File: src/rtl/cfg_i2c_pkg.sv
package cfg_i2c_pkg;

  typedef enum logic [3:0] {
    S_IDLE,
    S_ADDR,
    S_AACK_W,
    S_AACK_R,
    S_SUB,
    S_SACK,
    S_WDATA,
    S_DACK,
    S_RDATA,
    S_RACK,
    S_WAIT
  } bus_state_e;

  localparam int unsigned BYTE_W   = 8;
  localparam int unsigned SRST_BIT = 7;

  // Power-up contents of each configuration location.
  function automatic logic [BYTE_W-1:0] reg_default(input int unsigned idx);
    case (idx)
      0:       reg_default = 8'h20;
      1, 2, 3: reg_default = 8'h80;
      default: reg_default = 8'h00;
    endcase
  endfunction

endpackage

File: src/rtl/cfg_i2c_sync.sv
module cfg_i2c_sync #(
  parameter int unsigned FILT = 3,
  localparam int unsigned CW  = $clog2(FILT + 1)
) (
  input  logic clk,
  input  logic rst_n,
  input  logic din,
  output logic dout
);

  logic          s1_q, s2_q, f_q, f_n;
  logic [CW-1:0] cnt_q, cnt_n;

  always_comb begin
    f_n   = f_q;
    cnt_n = '0;
    if (s2_q != f_q) begin
      if (cnt_q == CW'(FILT - 1)) f_n = s2_q;
      else                        cnt_n = cnt_q + 1'b1;
    end
  end

  always_ff @(posedge clk or negedge rst_n) begin
    if (!rst_n) begin
      s1_q  <= 1'b1;
      s2_q  <= 1'b1;
      f_q   <= 1'b1;
      cnt_q <= '0;
    end else begin
      s1_q  <= din;
      s2_q  <= s1_q;
      f_q   <= f_n;
      cnt_q <= cnt_n;
    end
  end

  assign dout = f_q;

endmodule

File: src/rtl/cfg_i2c_frame.sv
module cfg_i2c_frame
  import cfg_i2c_pkg::*;
#(
  parameter logic [6:0] DEV_ADDR = 7'h40
) (
  input  logic              clk,
  input  logic              rst_n,
  input  logic              en,
  input  logic              scl,
  input  logic              sda,
  input  logic [BYTE_W-1:0] rd_data,
  output logic [BYTE_W-1:0] rd_addr,
  output logic              wr_en,
  output logic [BYTE_W-1:0] wr_addr,
  output logic [BYTE_W-1:0] wr_data,
  output logic              sda_oe
);

  localparam logic [BYTE_W-1:0] ADDR_WR = {DEV_ADDR, 1'b0};
  localparam logic [BYTE_W-1:0] ADDR_RD = {DEV_ADDR, 1'b1};

  bus_state_e        state_q, state_n;
  logic [3:0]        bcnt_q, bcnt_n;
  logic [BYTE_W-1:0] sh_q, sh_n, tx_q, tx_n, ptr_q, ptr_n;
  logic              oe_q, oe_n, ack_q, ack_n;
  logic              scl_q, sda_q;
  logic              scl_rise, scl_fall, start_det, stop_det, byte_end;

  assign scl_rise  = scl & ~scl_q;
  assign scl_fall  = ~scl & scl_q;
  assign start_det = scl & scl_q & sda_q & ~sda;
  assign stop_det  = scl & scl_q & ~sda_q & sda;
  assign byte_end  = scl_fall && (bcnt_q == 4'd8);

  always_comb begin
    state_n = state_q;
    bcnt_n  = bcnt_q;
    sh_n    = sh_q;
    tx_n    = tx_q;
    ptr_n   = ptr_q;
    oe_n    = oe_q;
    ack_n   = ack_q;
    wr_en   = 1'b0;
    if (!en) begin
      state_n = S_IDLE;
      bcnt_n  = '0;
      oe_n    = 1'b0;
    end else if (start_det) begin
      state_n = S_ADDR;
      bcnt_n  = '0;
      oe_n    = 1'b0;
    end else if (stop_det) begin
      state_n = S_IDLE;
      bcnt_n  = '0;
      oe_n    = 1'b0;
    end else begin
      case (state_q)
        S_ADDR, S_SUB, S_WDATA: begin
          if (scl_rise) begin
            sh_n   = {sh_q[BYTE_W-2:0], sda};
            bcnt_n = bcnt_q + 4'd1;
          end else if (byte_end) begin
            bcnt_n = '0;
            case (state_q)
              S_ADDR: begin
                if (sh_q == ADDR_WR) begin
                  state_n = S_AACK_W;
                  oe_n    = 1'b1;
                end else if (sh_q == ADDR_RD) begin
                  state_n = S_AACK_R;
                  oe_n    = 1'b1;
                end else begin
                  state_n = S_WAIT;
                end
              end
              S_SUB: begin
                ptr_n   = sh_q;
                state_n = S_SACK;
                oe_n    = 1'b1;
              end
              default: begin
                wr_en   = 1'b1;
                ptr_n   = ptr_q + 8'd1;
                state_n = S_DACK;
                oe_n    = 1'b1;
              end
            endcase
          end
        end
        S_AACK_W: begin
          if (scl_fall) begin
            oe_n    = 1'b0;
            state_n = S_SUB;
          end
        end
        S_SACK, S_DACK: begin
          if (scl_fall) begin
            oe_n    = 1'b0;
            state_n = S_WDATA;
          end
        end
        S_AACK_R: begin
          if (scl_fall) begin
            tx_n    = rd_data;
            oe_n    = ~rd_data[BYTE_W-1];
            bcnt_n  = '0;
            state_n = S_RDATA;
          end
        end
        S_RDATA: begin
          if (scl_rise) begin
            bcnt_n = bcnt_q + 4'd1;
          end else if (scl_fall) begin
            if (bcnt_q == 4'd8) begin
              oe_n    = 1'b0;
              bcnt_n  = '0;
              ptr_n   = ptr_q + 8'd1;
              state_n = S_RACK;
            end else begin
              tx_n = {tx_q[BYTE_W-2:0], 1'b0};
              oe_n = ~tx_q[BYTE_W-2];
            end
          end
        end
        S_RACK: begin
          if (scl_rise) begin
            ack_n = ~sda;
          end else if (scl_fall) begin
            if (ack_q) begin
              tx_n    = rd_data;
              oe_n    = ~rd_data[BYTE_W-1];
              state_n = S_RDATA;
            end else begin
              state_n = S_WAIT;
            end
          end
        end
        default: ;
      endcase
    end
  end

  always_ff @(posedge clk or negedge rst_n) begin
    if (!rst_n) begin
      state_q <= S_IDLE;
      bcnt_q  <= '0;
      sh_q    <= '0;
      tx_q    <= '0;
      ptr_q   <= '0;
      oe_q    <= 1'b0;
      ack_q   <= 1'b0;
      scl_q   <= 1'b1;
      sda_q   <= 1'b1;
    end else begin
      state_q <= state_n;
      bcnt_q  <= bcnt_n;
      sh_q    <= sh_n;
      tx_q    <= tx_n;
      ptr_q   <= ptr_n;
      oe_q    <= oe_n;
      ack_q   <= ack_n;
      scl_q   <= scl;
      sda_q   <= sda;
    end
  end

  assign rd_addr = ptr_q;
  assign wr_addr = ptr_q;
  assign wr_data = sh_q;
  assign sda_oe  = oe_q;

  AST_OE_SCL_LOW: assert property (@(posedge clk) disable iff (!rst_n)
    !$stable(oe_q) |-> !scl_q);

  AST_PTR_ADVANCE: assert property (@(posedge clk) disable iff (!rst_n)
    wr_en |=> (ptr_q == $past(ptr_q) + 8'd1));

  AST_NACK_RELEASED: assert property (@(posedge clk) disable iff (!rst_n)
    (state_q == S_WAIT) |-> !oe_q);

endmodule

File: src/rtl/cfg_i2c_regbank.sv
module cfg_i2c_regbank
  import cfg_i2c_pkg::*;
#(
  parameter int unsigned NUM_REGS = 16,
  localparam int unsigned IDX_W   = $clog2(NUM_REGS),
  localparam int unsigned CTRL    = NUM_REGS - 1
) (
  input  logic                       clk,
  input  logic                       rst_n,
  input  logic                       wr_en,
  input  logic [BYTE_W-1:0]          wr_addr,
  input  logic [BYTE_W-1:0]          wr_data,
  input  logic [BYTE_W-1:0]          rd_addr,
  output logic [BYTE_W-1:0]          rd_data,
  output logic [NUM_REGS*BYTE_W-1:0] regs_o
);

  logic [BYTE_W-1:0] regs_q [NUM_REGS];
  logic              srst_q, srst_n;

  assign srst_n = wr_en && (wr_addr == BYTE_W'(CTRL)) && wr_data[SRST_BIT];

  always_ff @(posedge clk or negedge rst_n) begin
    if (!rst_n) srst_q <= 1'b0;
    else        srst_q <= srst_n;
  end

  for (genvar g = 0; g < NUM_REGS; g++) begin : g_reg
    logic              we;
    logic              ld_def;
    logic [BYTE_W-1:0] nxt;
    assign we     = wr_en && (wr_addr == BYTE_W'(g));
    assign ld_def = srst_q;
    always_comb begin
      nxt = regs_q[g];
      if (ld_def)  nxt = reg_default(g);
      else if (we) nxt = wr_data;
    end
    always_ff @(posedge clk or negedge rst_n) begin
      if (!rst_n)            regs_q[g] <= reg_default(g);
      else if (ld_def || we) regs_q[g] <= nxt;
    end
    assign regs_o[g*BYTE_W +: BYTE_W] = regs_q[g];
  end

  assign rd_data = (rd_addr < BYTE_W'(NUM_REGS)) ? regs_q[rd_addr[IDX_W-1:0]] : '0;

  AST_SRST_SELF_CLEAR: assert property (@(posedge clk) disable iff (!rst_n)
    srst_q |=> (!srst_q && !regs_o[CTRL*BYTE_W + SRST_BIT]));

  AST_UNDEF_WRITE_DROPPED: assert property (@(posedge clk) disable iff (!rst_n)
    (wr_en && (wr_addr >= BYTE_W'(NUM_REGS)) && !srst_q) |=> $stable(regs_o));

endmodule

File: src/rtl/cfg_i2c_slave.sv
module cfg_i2c_slave
  import cfg_i2c_pkg::*;
#(
  parameter int unsigned NUM_REGS = 16,
  parameter int unsigned FILT     = 3,
  parameter logic [6:0]  DEV_ADDR = 7'h40
) (
  input  logic                       clk,
  input  logic                       rst_n,
  input  logic                       en_strap_i,
  input  logic                       scl_i,
  input  logic                       sda_i,
  output logic                       sda_oe_o,
  output logic [NUM_REGS*BYTE_W-1:0] regs_o
);

  localparam int unsigned NLINES = 2;

  logic [1:0]        rst_sync_q;
  logic              rst_sn;
  logic              en_q, taken_q;
  logic [NLINES-1:0] raw, filt;
  logic              wr_en;
  logic [BYTE_W-1:0] wr_addr, wr_data, rd_addr, rd_data;

  always_ff @(posedge clk or negedge rst_n) begin
    if (!rst_n) rst_sync_q <= 2'b00;
    else        rst_sync_q <= {rst_sync_q[0], 1'b1};
  end
  assign rst_sn = rst_sync_q[1];

  always_ff @(posedge clk or negedge rst_sn) begin
    if (!rst_sn) begin
      en_q    <= 1'b0;
      taken_q <= 1'b0;
    end else if (!taken_q) begin
      en_q    <= en_strap_i;
      taken_q <= 1'b1;
    end
  end

  assign raw = {scl_i, sda_i};

  for (genvar g = 0; g < NLINES; g++) begin : g_line
    cfg_i2c_sync #(.FILT(FILT)) u_sync (
      .clk  (clk),
      .rst_n(rst_sn),
      .din  (raw[g]),
      .dout (filt[g])
    );
  end

  cfg_i2c_frame #(.DEV_ADDR(DEV_ADDR)) u_frame (
    .clk    (clk),
    .rst_n  (rst_sn),
    .en     (en_q),
    .scl    (filt[1]),
    .sda    (filt[0]),
    .rd_data(rd_data),
    .rd_addr(rd_addr),
    .wr_en  (wr_en),
    .wr_addr(wr_addr),
    .wr_data(wr_data),
    .sda_oe (sda_oe_o)
  );

  cfg_i2c_regbank #(.NUM_REGS(NUM_REGS)) u_regs (
    .clk    (clk),
    .rst_n  (rst_sn),
    .wr_en  (wr_en),
    .wr_addr(wr_addr),
    .wr_data(wr_data),
    .rd_addr(rd_addr),
    .rd_data(rd_data),
    .regs_o (regs_o)
  );

  AST_OFF_IS_SILENT: assert property (@(posedge clk) disable iff (!rst_sn)
    !en_q |-> (!sda_oe_o && !wr_en));

endmodule

File: config.mk
export PLATFORM = sky130hd
export DESIGN_NAME = cfg_i2c_slave
export DESIGN_NICKNAME = d
export VERILOG_FILES = /design/src/rtl/cfg_i2c_pkg.sv /design/src/rtl/cfg_i2c_sync.sv /design/src/rtl/cfg_i2c_frame.sv /design/src/rtl/cfg_i2c_regbank.sv /design/src/rtl/cfg_i2c_slave.sv
export SDC_FILE = /design/constraint.sdc
export NUM_CORES = 1
export LEC_CHECK = 0
export CAP_MARGIN = 20
export CORE_ASPECT_RATIO = 0.6
export CORE_MARGIN = 2
export CORE_UTILIZATION = 39
export CTS_BUF_LIST = sky130_fd_sc_hd__clkbuf_8 sky130_fd_sc_hd__clkbuf_16
export CTS_CLUSTER_DIAMETER = 120
export CTS_CLUSTER_SIZE = 8
export DETAILED_ROUTE_END_ITERATION = 6
export GPL_TIMING_DRIVEN = 0
export HOLD_SLACK_MARGIN = 0.1
export SLEW_MARGIN = 20
export SYNTH_ARGS = -nofsm -noshare
export SYNTH_HDL_FRONTEND = slang
export SYNTH_SLANG_ARGS = --single-unit
File: constraint.sdc
create_clock -name clk -period 16.4 [get_ports clk]
set_clock_uncertainty 0.2 [all_clocks]
set_input_delay 3.28 -clock clk [delete_from_list [all_inputs] [get_ports clk]]
set_output_delay 3.28 -clock clk [all_outputs]
set_load 0.05 [all_outputs]
# Yosys cells after proc, flatten, opt, wreduce, memory -nomap -nowiden

Cells that the tools add are included.

Flip-flop bits (word level): 178
Latch bits: 0
Memory bits (writable): 0
ROM bits: 0
Input bits: 5
Output and inout bits: 129
Word-level logic and storage cells: 309
Memories: 0

Add/sub/neg operators: 4
Multiply operators: 0
Div/mod/pow operators: 0
Magnitude comparators: 2
Equal/unequal tests: 61
Shift operators: 0
Multiplexer cells: 107
Bitwise gates (word level): 16
Reduce and logical (&&, ||, !) cells: 82

Operator list:

| kind                                                   | count |
|---|---|
| 2-to-1 mux 8 bit                                       | 40 |
| 2-to-1 mux 4 bit                                       | 24 |
| == test 8 x 4 -> 1 bit (second input constant)         | 8 |
| 2-to-1 mux 7 bit                                       | 7 |
| inequality test 5 x 2 -> 1 bit (second input constant) | 9 |
| AND reduction 2 bit                                    | 18 |
| nonzero test 2 bit                                     | 17 |
| AND reduction 11 bit                                   | 3 |
| binary-select mux 8 bit (select 4 bit)                 | 1 |
| == test 8 x 3 -> 1 bit (second input constant)         | 4 |
| case mux 8 bit (2 select lines)                        | 2 |
| case mux 4 bit (6 select lines)                        | 1 |
| 2-to-1 mux 1 bit                                       | 23 |
| case mux 7 bit (3 select lines)                        | 1 |
| logical AND 1 bit                                      | 18 |
| inequality test 6 x 2 -> 1 bit (second input constant) | 3 |
| == test 4 x 3 -> 1 bit (second input constant)         | 4 |
| == test 8 x 2 -> 1 bit (second input constant)         | 2 |
| == test 8 bit (second input constant)                  | 2 |
| logical OR 1 bit                                       | 16 |
| inequality test 5 bit (second input constant)          | 3 |
| AND reduction 5 bit                                    | 3 |
| == test 4 bit (second input constant)                  | 3 |
| inequality test 2 x 1 -> 1 bit (second input constant) | 6 |
| 27 further kinds                                       | 54 |

# Logic depth before layout (Yosys ltp)

Gate-level depths: netlist of run 1.

Word-level depth: 13
Mapped depth: 11
Mapped depth without buffers: 7

# Modules after synthesis

Synthesis of run 1 repeated with hierarchy kept, for this count alone.

Cells, all modules: 788
Area, all modules: 9077.5 µm²

Modules (own cells, without submodules):

| module          | times used | cells an instance | area an instance (µm²) | sequential area each (µm²) |
|---|---|---|---|---|
| cfg_i2c_regbank | 1          | 541               | 6396.1                 | 3233.1 |
| cfg_i2c_frame   | 1          | 221               | 2204.6                 | 878.3 |
| cfg_i2c_sync    | 2          | 10                | 178.9                  | 128.9 |
| cfg_i2c_slave   | 1          | 6                 | 118.9                  | 100.1 |

# Worst setup path before layout of run 1

No wires, ideal clock.

Path type: register to output
Start: register u_regs.regs_q, in the netlist u_regs.regs_o[15]
End: output port regs_o[15]
Data arrival time: 0.670 ns
Setup slack: 12.250 ns
Cell stages (with the launch flop): 1
Path through: dfstp_2

RTL lines:

| item                              | RTL line              | RTL |
|---|---|---|
| from (decl)                       | cfg_i2c_regbank.sv:18 | `logic [BYTE_W-1:0] regs_q [NUM_REGS];` |
| from (signal, indexed assignment) | cfg_i2c_regbank.sv:40 | `if (!rst_n) regs_q[g] <= reg_default(g);` |
| from (signal, indexed assignment) | cfg_i2c_regbank.sv:41 | `else if (ld_def \|\| we) regs_q[g] <= nxt;` |
| to (decl)                         | cfg_i2c_slave.sv:14   | `output logic [NUM_REGS*BYTE_W-1:0] regs_o` |

No word-level cell between the ends.

# Worst setup path after layout of run 1

Start: register u_regs.regs_q, in the netlist u_regs.regs_o[23]
End: output port regs_o[23]

No word-level cell between the ends.

==> impl_metrics.prom, run 1 <==
# TYPE chip_impl_metric gauge
chip_impl_info{name="ys_top_cells_by_area",value="sky130_fd_sc_hd__dfrtp_1 46%, sky130_fd_sc_hd__mux2i_1 14%, sky130_fd_sc_hd__mux4_2 9.4%"} 1
chip_impl_metric{name="cts_made_buffers",unit=""} 17
chip_impl_metric{name="filler_cell_count",unit=""} 2075
chip_impl_metric{name="number_of_distinct_standard_cells_referenced_by_the_synthesized_netlist",unit=""} 69
chip_impl_metric{name="worst_r2r_path_depth",unit=""} 9
chip_impl_metric{name="dp_hpwl",unit="mm"} 21.0
chip_impl_metric{name="yosysWarningCount",unit=""} 0
chip_impl_metric{name="worstSetupPathDepth",unit=""} 1
chip_impl_metric{name="power.density_cell_area",unit="nW/um^2"} 89.0
chip_impl_metric{name="maximum_number_of_pins_on_one_net_before_global_route_repair",unit=""} 55
chip_impl_metric{name="final_max_slew_viol_count",unit=""} 0
chip_impl_metric{name="dpl_worst_slack",unit="ns"} 11.57
chip_impl_metric{name="post_drt_antenna_nets",unit=""} 0
chip_impl_metric{name="routed-via-count",unit=""} 6962
chip_impl_info{name="critPathTopFamily",value="buffers and inverters"} 1
chip_impl_metric{name="fp.dieW",unit="microns"} 201
chip_impl_metric{name="synth-async-reset-ratio",unit="%"} 100
chip_impl_metric{name="ys_seq_area_share",unit="%"} 49.1
chip_impl_metric{name="placementRows",unit=""} 43
chip_impl_info{name="path_cells",value="clkdlybuf4s50_1"} 1
chip_impl_metric{name="cts_hold_bufs",unit=""} 0
chip_impl_info{name="grt_setup_unrepaired",value="no"} 1
chip_impl_info{name="run_status",value="complete, no violations"} 1
chip_impl_metric{name="clkSinkCount",unit=""} 178
chip_impl_metric{name="initial_utilization",unit="%"} 39.5
chip_impl_metric{name="setup_bufs_post_cts",unit=""} 0
chip_impl_metric{name="share_of_cells_above_drive_strength_1",unit="%"} 14.7
chip_impl_metric{name="grt_antenna_before_repair",unit=""} 2
chip_impl_info{name="layout.cells.most_common_list",value="165 x sky130_fd_sc_hd__dfrtp_1, 146 x sky130_fd_sc_hd__nor2_1, 133 x sky130_fd_sc_hd__clkdlybuf4s50_1, 129 x sky130_fd_sc_hd__mux2i_1, 43 x sky130_fd_sc_hd__clkbuf_1"} 1
chip_impl_metric{name="timing.critical_path.required",unit="ns"} 12.92
chip_impl_info{name="dominantRegCellSynth",value="sky130_fd_sc_hd__dfrtp_1"} 1
chip_impl_metric{name="wl_per_cell",unit="microns"} 23.0
chip_impl_metric{name="arrival",unit="ns"} 1.82
chip_impl_metric{name="critPathMaxFanout",unit=""} 3
chip_impl_metric{name="post-route-drc-count",unit=""} 0
chip_impl_metric{name="synth_area_per_cell",unit="sq um"} 11.8
chip_impl_metric{name="path_buf_inv",unit=""} 1
chip_impl_metric{name="count_of_inserted_antenna_diode_cells",unit=""} 0
chip_impl_metric{name="finalNetCount",unit=""} 942
chip_impl_info{name="tritoncts",value="yes"} 1
chip_impl_metric{name="synth-edff-count",unit=""} 0
chip_impl_metric{name="totalWireLength",unit="mm"} 28.9
chip_impl_metric{name="layout_worst_path_cycle_share",unit="%"} 32.3
chip_impl_metric{name="cts_resized",unit=""} 0
chip_impl_metric{name="area_delta_synth_final",unit="%"} 26.5
chip_impl_metric{name="firstDrtPassIters",unit=""} 5
chip_impl_metric{name="detailedRoute.firstIterationViolations",unit=""} 716
chip_impl_info{name="critical_path.endpoint_type",value="primary output"} 1
chip_impl_metric{name="vias_per_cell",unit=""} 5.54
chip_impl_metric{name="final.setup.worst_slack",unit="ns"} 11.10
chip_impl_info{name="cp_slowest_cell",value="sky130_fd_sc_hd__clkdlybuf4s50_1"} 1
chip_impl_metric{name="dieArea",unit="sq um"} 24600
chip_impl_metric{name="total_leakage_power",unit="nW"} 6.01
chip_impl_metric{name="insertion_delay",unit="ns"} 0.45
chip_impl_metric{name="grt_remaining_overflow",unit=""} 0
chip_impl_metric{name="ctsLongestPathBuffers",unit=""} 2
chip_impl_metric{name="drv_cap",unit=""} 0
chip_impl_metric{name="clock_tree.htree_level_count",unit=""} 4
chip_impl_metric{name="min_period",unit="ns"} 5.30
chip_impl_metric{name="setup_viol",unit=""} 0
chip_impl_metric{name="syn-instance-count",unit=""} 772
chip_impl_metric{name="wire_length_of_the_first_global_routing_pass",unit="mm"} 44.1
chip_impl_metric{name="buffer_ports.inserted",unit=""} 133
chip_impl_metric{name="die_h",unit="microns"} 122
chip_impl_metric{name="vias_in_the_first_global_route",unit=""} 6860
chip_impl_metric{name="tightest_slew",unit="ns"} 0.942
chip_impl_metric{name="coreArea",unit="sq um"} 23000
chip_impl_metric{name="synthesis.area",unit="sq um"} 9100
chip_impl_metric{name="cts.clk_slew.worst_paths",unit="ns"} 0.07
chip_impl_info{name="mostFrequentLayoutCell",value="sky130_fd_sc_hd__dfrtp_1"} 1
chip_impl_metric{name="fmax",unit="MHz"} 189
chip_impl_metric{name="final.setup.tns",unit="ns"} 0
chip_impl_info{name="timing_worst_setup_path_type",value="reg -> out"} 1
chip_impl_metric{name="io-pin-count",unit=""} 134
chip_impl_metric{name="cpPeakStageDelay",unit="ns"} 0.82
chip_impl_metric{name="max-slew-margin-rel",unit="%"} 36.6
chip_impl_metric{name="vdd.ir_drop.worst",unit="V"} 0.0000783
chip_impl_info{name="post-synth-top-area-cell",value="sky130_fd_sc_hd__dfrtp_1"} 1
chip_impl_metric{name="postSynthRegisterBits",unit=""} 178
chip_impl_info{name="hold_path.class",value="reg -> async"} 1
chip_impl_info{name="cp-start-kind",value="flop"} 1
chip_impl_info{name="clock_tree.root_cell",value="sky130_fd_sc_hd__clkbuf_16"} 1
chip_impl_metric{name="total_grt_usage",unit="%"} 24.5
chip_impl_metric{name="gpl.final_weighted_congestion",unit=""} 0.902
chip_impl_metric{name="synth.top_cell.area_share",unit="%"} 45.6
chip_impl_metric{name="number_of_hold_violations_in_the_final_report",unit=""} 0
==> power breakdown <==
group	leakage (nW)	switching, mW	internal [mW]	total (mW)
sequential	2.41	0.0143	0.458	0.472
combinational	3.29	0.0867	0.0401	0.127
clock	0.298	0.207	0.220	0.427
==> stage by stage <==
stage / total power, mW / hold WS, ns / std cells / util, % / instance area, sq um
global route: 1.07 / 0.131 / 1256 / 50.0 / 11500
detailed placement: 0.606 / 0.107 / 1224 / 47.4 / 10900
global placement: 0.603 / 0.134 / 1221 / 47.0 / 10800
finish: 1.03 / 0.0988 / 1256 / 50.0 / 11500
floorplan: 0.562 / 0.131 / 773 / - / 9110
CTS: 1.03 / 0.114 / 1256 / 50.0 / 11500
==> worst paths after layout <==
path                                         from                 to  slack (ns)
worst max-delay path            u_regs.regs_o[23]         regs_o[23]       11.10
max in group asynchronous                   rst_n      rst_sync_q[1]       13.08
worst min register to register      rst_sync_q[1]  u_regs.regs_o[65]         0.1
worst max register to register      u_frame.scl_q  u_regs.regs_o[66]       13.26
min in group clk                    rst_sync_q[0]      rst_sync_q[1]        0.15
worst min-delay path                rst_sync_q[1]  u_regs.regs_o[65]         0.1
==> final cells by class <==
| type | count | area [sq um] | share of cell area (%) |
|---|---|---|---|
| Multi-Input combinational cell | 517 | 4290 | 37.3 |
| Sequential cell | 178 | 4470 | 38.8 |
| Clock inverter | 15 | 183 | 1.59 |
| Timing Repair Buffer | 136 | 1410 | 12.2 |
| Clock buffer | 17 | 425 | 3.69 |
| Tap cell | 315 | 394 | 3.42 |
| Buffer | 61 | 282 | 2.44 |
| Inverter | 17 | 63.8 | 0.554 |
==> flip-flops by register name, summed over array words and instances, names as in the netlist, 4 cells and up <==
register / cells
u_regs.regs_o: 128
u_frame.tx_q: 7
u_frame.wr_data: 8
u_frame.rd_addr: 8
g_line.u_sync.cnt_q: 4
u_frame.state_q: 4
u_frame.bcnt_q: 4
==> cell usage after synthesis, drive strengths merged (3+ instances only) <==
master / number
and3: 3
nand3: 11
inv: 17
xnor2: 4
mux4: 38
nor3: 8
nand2b: 4
dfstp: 12
a21o: 4
a22oi: 8
nand4: 17
or4: 3
o22ai: 6
o21ai: 17
mux2i: 129
a2bb2oi: 4
buf: 17
a21oi: 21
clkbuf: 44
dfrtp: 166
a211o: 3
nand2: 17
nor2: 146
nor2b: 9
nor3b: 3
ha: 9
mux2: 10
a2111oi: 4
==> kinds of logic (layout without fill, tap and decap cells) <==
logic type | after synthesis | after routing | synth area share (%)
flops | 178 | 178 | 49.1
fa+ha+maj | 9 | 9 | 1.24
simple gates | 233 | 233 | 13.3
other cells | 1 | 2 | 0.0412
buf+inv | 78 | 246 | 3.79
mux | 177 | 177 | 24.8
xor+xnor | 6 | 6 | 0.577
compound gates | 90 | 90 | 7.09
==> layer usage <==
layer  global-route usage (%)  vias up  wire, microns
met1                     38.9     3565          14800
met2                     31.9      287          11300
met3                     7.70       20           2550
li1                         -     3088              -
met5                     1.39        -             14
met4                     4.69        2            223
Power figures use the tool's default switching activity.
==> run 2, diff against run 1 <==
==> constraint.sdc (replaced) <==
create_clock -name clk -period 4.3 [get_ports clk]
set_clock_uncertainty 0.2 [all_clocks]
set_input_delay 0.86 -clock clk [delete_from_list [all_inputs] [get_ports clk]]
set_output_delay 0.86 -clock clk [all_outputs]
set_load 0.05 [all_outputs]
==> run 2 against run 1 <==
Against the previous run:
- via count increased by 0.33%
- highest routed layer is now met4
- die area unchanged
- largest power group unchanged
- design area increased by 0.21%
- clock power increased to 3.8 times the previous value
- sequential power increased to 3.8 times the previous value
- critical path type is now reg -> reg
- register-to-register slack got worse by 12 ns
- sequential share of layout area decreased by 0.080 points
- combinational power increased to 3.9 times the previous value
- final cell count about the same
- worst setup slack got worse by 9.9 ns
- non-clock buffer count increased by 1
==> impl_metrics.prom, run 2 (synthesized netlist as in run 1, its figures left out) <==
# TYPE chip_impl_metric gauge
chip_impl_metric{name="share_of_cells_above_drive_strength_1",unit="%"} 14.6
chip_impl_metric{name="number_of_hold_violations_in_the_final_report",unit=""} 0
chip_impl_metric{name="total_grt_usage",unit="%"} 23.8
chip_impl_metric{name="dp_hpwl",unit="mm"} 20.9
chip_impl_info{name="worstSetupStartpoint",value="u_frame.scl_q"} 1
chip_impl_metric{name="switching_component_of_the_power",unit="mW"} 1.19
chip_impl_metric{name="cts.clk_slew.worst_paths",unit="ns"} 0.07
chip_impl_metric{name="pwr-share-seq",unit="%"} 45.7
chip_impl_metric{name="initial_utilization",unit="%"} 39.5
chip_impl_metric{name="final.hold.worst_slack",unit="ns"} 0.153
chip_impl_metric{name="setup_bufs_post_cts",unit=""} 0
chip_impl_metric{name="gpl.final_weighted_congestion",unit=""} 0.909
chip_impl_metric{name="buffer_ports.inserted",unit=""} 133
chip_impl_info{name="timing_worst_setup_path_type",value="reg -> reg"} 1
chip_impl_metric{name="post-route-drc-count",unit=""} 0
chip_impl_metric{name="placementRows",unit=""} 43
chip_impl_metric{name="coreArea",unit="sq um"} 23000
chip_impl_metric{name="clkSinkCount",unit=""} 178
chip_impl_info{name="hold_path.class",value="reg -> reg"} 1
chip_impl_metric{name="fp.dieW",unit="microns"} 201
chip_impl_metric{name="max-slew-margin-rel",unit="%"} 29.5
chip_impl_info{name="mostFrequentLayoutCell",value="sky130_fd_sc_hd__dfrtp_1"} 1
chip_impl_metric{name="detailedRoute.firstIterationViolations",unit=""} 725
chip_impl_metric{name="firstDrtPassIters",unit=""} 6
chip_impl_info{name="critical_path.reg2reg.startpoint",value="u_frame.scl_q"} 1
chip_impl_info{name="clock_tree.root_cell",value="sky130_fd_sc_hd__clkbuf_16"} 1
chip_impl_metric{name="critPathMaxFanout",unit=""} 10
chip_impl_metric{name="total_leakage_power",unit="nW"} 6.01
chip_impl_metric{name="io-pin-count",unit=""} 134
chip_impl_metric{name="post_drt_antenna_nets",unit=""} 0
chip_impl_metric{name="tightest_slew",unit="ns"} 1.05
chip_impl_metric{name="final.setup.worst_slack",unit="ns"} 1.16
chip_impl_metric{name="grt_antenna_before_repair",unit=""} 1
chip_impl_metric{name="drv_cap",unit=""} 0
chip_impl_metric{name="clock_tree.htree_level_count",unit=""} 4
chip_impl_metric{name="power_switching_share",unit="%"} 30.2
chip_impl_metric{name="vias_per_cell",unit=""} 5.56
chip_impl_metric{name="die_h",unit="microns"} 122
chip_impl_metric{name="count_of_inserted_antenna_diode_cells",unit=""} 0
chip_impl_metric{name="final_max_slew_viol_count",unit=""} 0
chip_impl_info{name="critical_path.endpoint_type",value="flop"} 1
chip_impl_metric{name="area_delta_synth_final",unit="%"} 26.8
chip_impl_metric{name="filler_cell_count",unit=""} 2108
chip_impl_metric{name="setup_viol",unit=""} 0
chip_impl_info{name="cp-start-kind",value="flop"} 1
chip_impl_metric{name="insertion_delay",unit="ns"} 0.45
chip_impl_metric{name="timing.critical_path.required",unit="ns"} 4.41
chip_impl_info{name="run_status",value="complete, no violations"} 1
chip_impl_metric{name="wire_length_of_the_first_global_routing_pass",unit="mm"} 43.2
chip_impl_info{name="timing.hold.worst.start",value="rst_sync_q[0]"} 1
chip_impl_metric{name="grt_remaining_overflow",unit=""} 0
chip_impl_metric{name="vias_in_the_first_global_route",unit=""} 6745
chip_impl_metric{name="dpl_worst_slack",unit="ns"} 1.17
chip_impl_info{name="grt_setup_unrepaired",value="no"} 1
chip_impl_metric{name="ctsLongestPathBuffers",unit=""} 2
chip_impl_metric{name="wl_per_cell",unit="microns"} 22.7
chip_impl_metric{name="vdd.ir_drop.worst",unit="V"} 0.000296
chip_impl_metric{name="maximum_number_of_pins_on_one_net_before_global_route_repair",unit=""} 56
chip_impl_metric{name="arrival",unit="ns"} 3.25
chip_impl_metric{name="pwr-share-comb",unit="%"} 12.5
chip_impl_metric{name="layout_worst_path_cycle_share",unit="%"} 73.1
chip_impl_metric{name="dieArea",unit="sq um"} 24600
chip_impl_metric{name="fmax",unit="MHz"} 318
chip_impl_metric{name="clkPwrFrac",unit="%"} 41.8
chip_impl_metric{name="power_report.internal_total",unit="mW"} 2.74
chip_impl_metric{name="min_period",unit="ns"} 3.14
chip_impl_info{name="layout.cells.most_common_list",value="165 x sky130_fd_sc_hd__dfrtp_1, 146 x sky130_fd_sc_hd__nor2_1, 133 x sky130_fd_sc_hd__clkdlybuf4s50_1, 129 x sky130_fd_sc_hd__mux2i_1, 43 x sky130_fd_sc_hd__clkbuf_1"} 1
chip_impl_metric{name="largest_register_ffs",unit=""} 128
chip_impl_metric{name="power.density_cell_area",unit="nW/um^2"} 340
chip_impl_metric{name="cts_made_buffers",unit=""} 17
chip_impl_metric{name="routed-via-count",unit=""} 6985
chip_impl_metric{name="totalWireLength",unit="mm"} 28.6
chip_impl_metric{name="finalNetCount",unit=""} 943
chip_impl_metric{name="final.setup.tns",unit="ns"} 0
chip_impl_info{name="tritoncts",value="yes"} 1
run 2: area by class of cell:
type	count	area [sq um]	area share (%)
Sequential cell	178	4470	38.7
Multi-Input combinational cell	517	4290	37.2
Inverter	17	63.8	0.553
Timing Repair Buffer	137	1420	12.3
Tap cell	315	394	3.41
Clock buffer	17	425	3.69
Clock inverter	15	189	1.64
Buffer	61	282	2.44
run 2: critical path, cell delays in order, from the launching register on:
cell                        delay (ns)
sky130_fd_sc_hd__dfstp_2          0.55
sky130_fd_sc_hd__inv_1            0.04
sky130_fd_sc_hd__ha_1             0.18
sky130_fd_sc_hd__buf_2            0.17
sky130_fd_sc_hd__or3b_1           0.38
sky130_fd_sc_hd__a2111oi_2        0.41
sky130_fd_sc_hd__buf_6            0.24
sky130_fd_sc_hd__nand4_2          0.46
sky130_fd_sc_hd__mux2i_1          0.32
sky130_fd_sc_hd__nor2_1           0.06
run 2: worst paths after layout:
| path | to | slack [ns] | cells past startpoint |
|---|---|---|---|
| min in group asynchronous | u_regs.regs_o[65] | 0.23 | 1 |
| max in group asynchronous | u_regs.regs_o[85] | 2.45 | 1 |
| worst min register to register | rst_sync_q[1] | 0.15 | 0 |
| worst max register to register | u_regs.regs_o[64] | 1.16 | 9 |
| worst max-delay path | u_regs.regs_o[64] | 1.16 | 9 |
| worst min-delay path | rst_sync_q[1] | 0.15 | 0 |
run 2: stage by stage:
step / area [sq um] / power (mW) / cells / utilization, %
2_1_floorplan: 9110 / 2.14 / 773 / -
3_3_place_gp: 10800 / 2.30 / 1221 / 47.0
3_5_place_dp: 10900 / 2.31 / 1224 / 47.4
4_1_cts: 11500 / 3.94 / 1257 / 50.1
5_1_grt: 11500 / 4.07 / 1257 / 50.1
6_report: 11500 / 3.93 / 1257 / 50.1
run 2: power by group through the flow:
stage	sequential, mW	clock, mW	combinational (mW)
final	1.80	1.64	0.491
after global routing	1.81	1.73	0.536
after CTS	1.79	1.66	0.491
after detailed placement	1.83	0	0.485
after global placement	1.86	0	0.440
after floorplan	1.84	0	0.307
run 2: timing repair:
action / 4_1_cts / 5_1_grt
hold endpoints to repair: 17 / 0
endpoints found under the setup margin: 0 / 0
gates resized for setup: 0 / 0
hold buffers: 1 / 0
run 2: per-layer routing:
metal	GRT usage, %	routed length [microns]	vias to the layer above
met5	0	0	-
met4	4.46	247	0
met3	7.14	2610	17
met2	30.9	11200	281
met1	38.4	14600	3602
li1	-	-	3085
